File: src/rtl/softedge_pwm.sv
module softedge_pwm #(
  parameter int FAST_W     = 8,
  parameter int RAMP_LOG2  = 4,
  parameter int SLOW_DIV   = 8,
  parameter int FULL_LIMIT = 253
) (
  input  logic       clk,
  input  logic       rst_n,
  input  logic       tick,
  input  logic [6:0] duty_req,
  input  logic       hold,
  output logic       heat_out
);
  localparam int STEP_SHIFT = FAST_W - RAMP_LOG2;
  localparam int DIV_W      = (SLOW_DIV > 1) ? $clog2(SLOW_DIV) : 1;
  localparam logic [DIV_W-1:0]     DIV_MAX   = DIV_W'(SLOW_DIV - 1);
  localparam logic [RAMP_LOG2-1:0] STEP_LAST = '1;
  localparam logic [8:0]           FULL_CMP  = 9'(FULL_LIMIT);

  typedef enum logic [3:0] {
    PH_LATCH, PH_OFF, PH_OFF2RISE, PH_RISE, PH_RISE2ON,
    PH_ON, PH_ON2FALL, PH_FALL, PH_FALL2OFF
  } phase_t;

  phase_t phase_q, phase_d;
  logic [FAST_W-1:0]    fcnt_q;
  logic [DIV_W-1:0]     div_q;
  logic [RAMP_LOG2-1:0] step_q;
  logic [7:0]           slow_q, duty_q;
  logic                 out_d;

  wire       period_end = tick && (fcnt_q == '1);
  wire       slow_tick  = period_end && (div_q == DIV_MAX);
  wire [7:0] req2       = {duty_req, 1'b0};
  wire [7:0] slow_inc   = slow_q + 8'd1;
  wire       steady     = (phase_q == PH_LATCH) || (phase_q == PH_OFF) || (phase_q == PH_ON);
  wire       advance    = steady ? slow_tick : period_end;
  wire       full_on    = {1'b0, req2} >= FULL_CMP;

  wire [FAST_W:0] step_num = (FAST_W + 1)'(step_q) + 1'b1;
  wire [FAST_W:0] cmp      = step_num << STEP_SHIFT;
  wire            below    = {1'b0, fcnt_q} < cmp;

  always_comb begin
    phase_d = phase_q;
    unique case (phase_q)
      PH_LATCH:    if (!hold && req2 != 8'd0) phase_d = PH_OFF;
      PH_OFF:      if (!hold && !(slow_inc > duty_q)) phase_d = PH_OFF2RISE;
      PH_OFF2RISE: phase_d = PH_RISE;
      PH_RISE:     if (step_q == STEP_LAST) phase_d = PH_RISE2ON;
      PH_RISE2ON:  phase_d = PH_ON;
      PH_ON:       if (!hold && slow_inc >= duty_q && !full_on) phase_d = PH_ON2FALL;
      PH_ON2FALL:  phase_d = PH_FALL;
      PH_FALL:     if (step_q == STEP_LAST) phase_d = PH_FALL2OFF;
      PH_FALL2OFF: phase_d = PH_LATCH;
      default:     phase_d = PH_LATCH;
    endcase
  end

  always_comb begin
    unique case (phase_q)
      PH_RISE:                          out_d = below;
      PH_FALL:                          out_d = !below;
      PH_RISE2ON, PH_ON, PH_ON2FALL:    out_d = 1'b1;
      default:                          out_d = 1'b0;
    endcase
  end

  always_ff @(posedge clk) begin
    if (!rst_n) begin
      phase_q  <= PH_LATCH;
      fcnt_q   <= '0;
      div_q    <= '0;
      step_q   <= '0;
      slow_q   <= '0;
      duty_q   <= '0;
      heat_out <= 1'b0;
    end else begin
      if (tick) fcnt_q <= fcnt_q + 1'b1;
      if (advance && phase_d != phase_q) div_q <= '0;
      else if (period_end) div_q <= (div_q == DIV_MAX) ? '0 : div_q + 1'b1;
      if (advance) begin
        phase_q <= phase_d;
        unique case (phase_q)
          PH_LATCH:               if (!hold) duty_q <= req2;
          PH_OFF, PH_ON:          if (!hold) slow_q <= slow_inc;
          PH_OFF2RISE, PH_ON2FALL: step_q <= '0;
          PH_RISE, PH_FALL:       step_q <= step_q + 1'b1;
          default:                ;
        endcase
      end
      heat_out <= out_d;
    end
  end

  AST_ZERO_STAYS_LATCH: assert property (@(posedge clk) disable iff (!rst_n)
    (phase_q == PH_LATCH && slow_tick && !hold && duty_req == 7'd0) |=> phase_q == PH_LATCH);
  AST_DUTY_ONLY_AT_START: assert property (@(posedge clk) disable iff (!rst_n)
    (duty_q != $past(duty_q)) |-> $past(phase_q) == PH_LATCH);
  AST_RAMP_STARTS_AT_ONE: assert property (@(posedge clk) disable iff (!rst_n)
    ($past(phase_q) == PH_OFF2RISE && phase_q == PH_RISE) |-> step_q == '0);
  AST_FULL_KEEPS_ON: assert property (@(posedge clk) disable iff (!rst_n)
    (phase_q == PH_ON && slow_tick && !hold && full_on) |=> phase_q == PH_ON);
  AST_HOLD_FREEZES: assert property (@(posedge clk) disable iff (!rst_n)
    (hold && steady && slow_tick) |=> (phase_q == $past(phase_q)) && $stable(slow_q) && $stable(duty_q));
  AST_IDLE_TICK_STABLE: assert property (@(posedge clk) disable iff (!rst_n)
    !tick |=> (phase_q == $past(phase_q)) && $stable(fcnt_q));
  AST_EDGE_ONLY_IN_RAMP: assert property (@(posedge clk) disable iff (!rst_n)
    (heat_out != $past(heat_out)) |-> ($past(phase_q) == PH_RISE || $past(phase_q) == PH_FALL));
endmodule

File: config.mk
export PLATFORM = sky130hd
export DESIGN_NAME = softedge_pwm
export DESIGN_NICKNAME = d
export VERILOG_FILES = /design/src/rtl/softedge_pwm.sv
export SDC_FILE = /design/constraint.sdc
export NUM_CORES = 1
export LEC_CHECK = 0
export ABC_AREA = 1
export BUFFER_PORTS_ARGS = -buffer_cell sky130_fd_sc_hd__buf_4
export CORE_ASPECT_RATIO = 1.5
export CORE_MARGIN = 2
export CORE_UTILIZATION = 54
export CTS_CLUSTER_SIZE = 20
export DETAILED_ROUTE_END_ITERATION = 8
export PLACE_DENSITY = 0.8
export SYNTH_ARGS = -nofsm -noshare
export SYNTH_HDL_FRONTEND = slang
export SYNTH_SLANG_ARGS = --single-unit
File: constraint.sdc
create_clock -name clk -period 2.4 [get_ports clk]
set_clock_uncertainty 0.05 [all_clocks]
set_input_delay 0 -clock clk [delete_from_list [all_inputs] [get_ports clk]]
set_output_delay 0 -clock clk [all_outputs]
set_load 0.01 [all_outputs]
======== Word-level counts from Yosys, hierarchy flattened ========
Index checks and enable logic that the tools add are counted.
word-level totals
  RAM bits ................................ 0
  register bits after elaboration ......... 35
  memories kept ........................... 0
  bits in latches ......................... 0
  word-level logic and storage cells ...... 63
  input port bits ......................... 11
  memory bits (read-only) ................. 0
cells by class
  bitwise gates (word level) .............. 2
  shift-type cells ........................ 0
  add/subtract/negate cells ............... 5
  equal/unequal tests ..................... 11
  divide/modulo/power cells ............... 0
  reduce and logical (&&, ||, !) cells .... 24
  $mul .................................... 0
  $lt $le $gt $ge ......................... 4
  multiplexer cells ....................... 10
operator list
  operator                                                  number
  case mux 4 bit (8 select lines)                           1
  2-to-1 mux 4 bit                                          5
  adder 8 x 1 -> 8 bit, second input constant               2
  equality test 4 x 3 -> 1 bit, second input constant       4
  less-than comparator 8 x 9 -> 1 bit                       1
  equality test 4 x 2 -> 1 bit, second input constant       2
  equality test 8 bit, second input constant                1
  greater-or-equal comparator 8 bit                         1
  greater-or-equal comparator 8 bit, second input constant  1
  greater-than comparator 8 bit                             1
  case mux 4 bit (2 select lines)                           1
  nonzero test 8 bit                                        1
  OR reduction 2 bit                                        4
  logical AND 1 bit                                         7
  AND reduction 3 bit                                       2
  adder 4 x 1 -> 5 bit, second input constant               1
  adder 4 x 1 -> 4 bit, second input constant               1
  equality test 4 x 1 -> 1 bit, second input constant       1
  equality test 4 bit, second input constant                1
  logical NOT 1 bit                                         4
  logical NOT 4 bit                                         1
  != test 4 bit                                             1
  adder 3 x 1 -> 3 bit, second input constant               1
  equality test 3 bit, second input constant                1
  other kinds (8)                                           10

======== Logic depth before layout (Yosys ltp) ========
  depth in word-level cells ............... 9
  gate-level depth with buffers ........... 21

======== Worst setup path before layout ========
OpenSTA, ideal clock, no wires.
  path kind ............................... flip-flop to flip-flop
  start point ............................. reg slow_q[0]
  end point ............................... reg div_q[1]
  arrival ................................. 2.187 ns
  path buffers ............................ 0
  path slack .............................. 0.046 ns
  cell stages (with the launch flop) ...... 20
  required time ........................... 2.233 ns
  path through ............................ dfxtp_1 -> ha_1 -> nand3_1 -> nor3_1 -> xor2_1 -> ha_1 -> nand2_1 -> inv_1 -> a21oi_1 -> nand2_1 -> nand2_1 -> nand2_1 -> nand2_1 -> nand3_1 -> nand2_1 -> nand2_1 -> nand2_1 -> nand2_1 -> nand2_1 -> nor2_1
on the way
  cells in the longest elaborated chain, start to end .. 9
  elaborated cells on any way between the ends .. 13
  those cells by class .................... 1 x add/sub; 2 x order compare; 1 x eq/ne; 3 x mux; 6 x reduce/logical
RTL lines
  item                                                                                       RTL line  RTL
  from (decl)                                                                                29        logic [7:0] slow_q, duty_q;
  from (signal assigned)                                                                     86        PH_OFF, PH_ON: if (!hold) slow_q <= slow_inc;
  adder 8 x 1 -> 8 bit *                                                                     35        wire [7:0] slow_inc = slow_q + 8'd1;
  named net slow_inc[6]                                                                      35
  greater-or-equal comparator 8 bit / greater-than comparator 8 bit (equally long branches)  52, 48
  logical AND 1 bit / logical NOT 1 bit (equally long branches)                              52, 48
  logical AND 1 bit, on equally long branches                                                52, 48
  2-to-1 mux 4 bit, on equally long branches                                                 52, 48
  case mux 4 bit (8 select lines) *                                                          46        unique case (phase_q)
  != test 4 bit *                                                                            80        if (advance && phase_d != phase_q) div_q <= '0;
  logical AND 1 bit *                                                                        80
  OR reduction 2 bit (no line) *                                                             n/a
  to (signal assigned)                                                                       81        else if (period_end) div_q <= (div_q == DIV_MAX) ? '0 : div_q + 1'b1;
  to (decl)                                                                                  27        logic [DIV_W-1:0] div_q;
The timed path passes the listed nets; every way through them passes the cells marked *.
A chain may end at the register's enable or synchronous reset.

======== Worst setup path after layout ========
  start point ............................. reg slow_q[0]
  end point ............................... reg div_q[0]
Same word-level chain as after synthesis.

==> run summary <==
critical path endpoint category -> flop
Nets -> 355
die span in y -> 79.8 um
grt ovf -> 0
worst path required time -> 2530 ps
Die Footprint -> 0.00435 sq mm
CP top delay family -> simple AND/OR/NAND/NOR gates
Worst-Skew Late Latency -> 290 ps
routability cong. -> 0.877
LEAKAGE -> 1.18 nW
Syn Inst Count -> 290
critical path startpoint category -> flop
RSZ-0062 raised after global routing -> yes
Final setup viols -> 4
clock sinks -> 35
clk slew on worst S/H paths -> 70 ps
worst setup margin -> -127 ps
actual slew at the worst max-slew pin -> 372 ps
Sw Pwr -> 240 uW
CP bufs+invs -> 1
DP Area -> 0.00222 sq mm
Netlist Area Pre-Place -> 0.00207 sq mm
chip width -> 54.5 um
most numerous cell in the Yosys netlist -> nand2_1
Final Cell Area -> 0.00256 sq mm
via count -> 1966
crit-path most repeated cell -> nand2_1
post-route DRC violation count -> 0
vias in the first global route -> 1794
# IOs -> 12
std cell rows -> 27
vias per inst -> 5.27
H-tree depth -> 2
Slew Viols, Final -> 0
outcome -> finished with violations
Logic pwr share -> 6.3%
drt pass-1 iters -> 4
Max stage delay cell, worst path -> dfxtp_4
Iter 0 DRT Violations -> 49
Mapped Nets -> 316
ANT cells -> 0
CTS buffer count -> 5
Area growth syn-to-layout -> 24.2%
Netlist cell types -> 34
antenna violations before repair -> 0
pin count of the biggest net entering global routing -> 27
EDFF count, synth -> 0
Cell Int Power -> 818 uW
Reg power frac -> 55.2%
Fill cells -> 296
total global-route track usage -> 23.1%
fin crit period -> 2530 ps
CTS tree -> yes
worst min-delay path class -> in2reg
Switching Share -> 22.7%
syn avg cell area -> 7.12 sq um
Post-synth top flop -> dfxtp_1
top cells by count, synth -> 52 x nand2_1, 46 x inv_1, 35 x dfxtp_1, 35 x nor2_1, 25 x a21oi_1
max incr delay on CP -> 380 ps
Post-Layout Cell Count -> 373
ratio of cells with drive above 1 in the final layout -> 23.0%
crit path max fanout -> 3
CP Class -> reg2reg
Cell Pwr Density -> 413 mW/mm^2
register area share after synthesis -> 33.9%
WL/cell -> 12.6 um
IO buf count -> 11
Initial Utilization -> 56.1%
failing checks -> setup timing
Final period util -> 105%
final hold slack -> 37.3 ps
synthesis warning total -> 0
Total Wirelength -> 4.70 mm
Fin. Hold Viols -> 0
Root Buffer -> clkbuf_8
highest clock rate -> 396 MHz
ANT nets after route -> 0
CTS max path bufs -> 2
clock share of power -> 38.5%
post-synth top area share -> 33.9%
cell taking the most area after synthesis -> dfxtp_1
Slew headroom -> 75.0%
Final HPWL DP -> 3.18 mm
setup TNS -> -380 ps
ranking of synthesized cells by area -> dfxtp_1 34%, nand2_1 9.4%, ha_1 9.1%
Critical Path AT -> 2660 ps
maximum capacitance violations -> 0
Async SR Flop Fraction -> 0%
flops & latches, synth -> 35
core area -> 0.00368 sq mm
CP Cell Sequence -> ha_4 -> nand3_2 -> nor3_2 -> xor2_1 -> ha_1 -> nand2_2 -> inv_2 -> a21oi_2 -> nand2_1 -> nand2_1 -> nand2_1 -> nand2_2 -> nand3_2 -> nand2_1 -> nand2_1 -> nand2_1 -> nand2_1 -> nand2_2 -> nor2_1
Peak supply drop -> 0.000381 V
first-pass GRT wire length -> 7.20 mm
placed insts -> 347
power groups by stage:
stage / registers [mW] / clock network (mW) / logic (mW)
final: 0.584 / 0.408 / 0.0663
after global routing: 0.584 / 0.443 / 0.0744
after CTS: 0.586 / 0.424 / 0.0652
after detailed placement: 0.600 / 0 / 0.0537
after global placement: 0.600 / 0 / 0.0527
after floorplan: 0.599 / 0 / 0.0292
worst paths after layout:
| path | slack [ps] | to | startpoint | depth (start not counted) |
|---|---|---|---|---|
| min | 40 | slow_q[6]$_SDFFE_PN0P_ | rst_n | 3 |
| max | -130 | div_q[0]$_SDFFE_PP0P_ | slow_q[0]$_SDFFE_PN0P_ | 19 |
| min reg2reg | 420 | duty_q[7]$_SDFFE_PN0P_ | duty_q[7]$_SDFFE_PN0P_ | 2 |
| max reg2reg | -130 | div_q[0]$_SDFFE_PP0P_ | slow_q[0]$_SDFFE_PN0P_ | 19 |
layer usage:
layer / wire length [um] / GRT usage, % / up-vias
li1: - / - / 1014
met1: 1780 / 21.6 / 891
met2: 2580 / 44.0 / 42
met3: 137 / 5.62 / 19
met4: 201 / 10.0 / 0
met5: 0 / 0 / -
layout make-up:
type	instances	area, sq um	area share, %
Timing Repair Buffer	36	290	11.3
Tap cell	43	53.8	2.10
Clock inverter	1	5.00	0.195
Multi-Input combinational cell	203	1240	48.5
Sequential cell	35	709	27.7
Clock buffer	7	76.3	2.98
Inverter	48	185	7.22
stage by stage:
step	power (mW)	util, %	setup WS, ps
2_1_floorplan	0.628	-	46.0
3_3_place_gp	0.652	60.4	-67.3
3_5_place_dp	0.653	60.4	-184
4_1_cts	1.08	67.0	-51.5
5_1_grt	1.10	69.7	-373
6_report	1.06	69.7	-127
sequential cells by signal, summed over array words and instances, names as in the netlist:
signal and cells:
phase_q 4, slow_q 8, step_q 4, duty_q 7
fcnt_q 8, div_q 3, heat_out 1
cell usage in the layout, fill, tap and decap left out, types with 2 or more instances in the layout:
| cell type | Yosys | routed |
|---|---|---|
| a21oi_1 | 25 | 24 |
| a21oi_2 | 1 | 2 |
| buf_4 | 0 | 28 |
| clkbuf_1 | 1 | 2 |
| clkbuf_8 | 0 | 5 |
| dfxtp_1 | 35 | 32 |
| dfxtp_4 | 0 | 2 |
| dlygate4sd3_1 | 0 | 8 |
| ha_1 | 15 | 13 |
| ha_4 | 0 | 2 |
| inv_1 | 46 | 42 |
| inv_2 | 1 | 5 |
| nand2_1 | 52 | 47 |
| nand2_2 | 1 | 6 |
| nand3_1 | 13 | 9 |
| nand3_2 | 1 | 4 |
| nand3_4 | 1 | 2 |
| nand4_1 | 4 | 4 |
| nor2_1 | 35 | 31 |
| nor2_2 | 3 | 6 |
| nor3_1 | 7 | 6 |
| nor3_2 | 1 | 2 |
| o21ai_0 | 20 | 20 |
| o21ai_1 | 4 | 4 |
| o21ai_2 | 4 | 4 |
| xor2_1 | 6 | 5 |
worst min-delay path: cells and delay by family:
family	cells	cell delay, ps
buf+inv	1	200
compound gates	2	120
what timing repair did:
item,in CTS,in global routing
setup buffers,6,4
hold buffers,8,0
hold endpoints to repair,10,0
pin swaps,9,12
endpoints found under the setup margin,4,10
resized for setup,12,18
cell families (layout without fill, tap and decap cells):
logic type	Yosys count	after routing	share of synthesized area (%)
DFF	35	35	33.9
adders and majority gates	15	15	9.09
buffers and inverters	52	92	10.5
xor gates and xnor gates	6	6	2.54
and+or+nand+nor	122	122	27.7
muxes	1	1	0.485
AOI/OAI and AO/OA	59	59	15.7
Note: power is estimated with default switching activity, not from simulation.
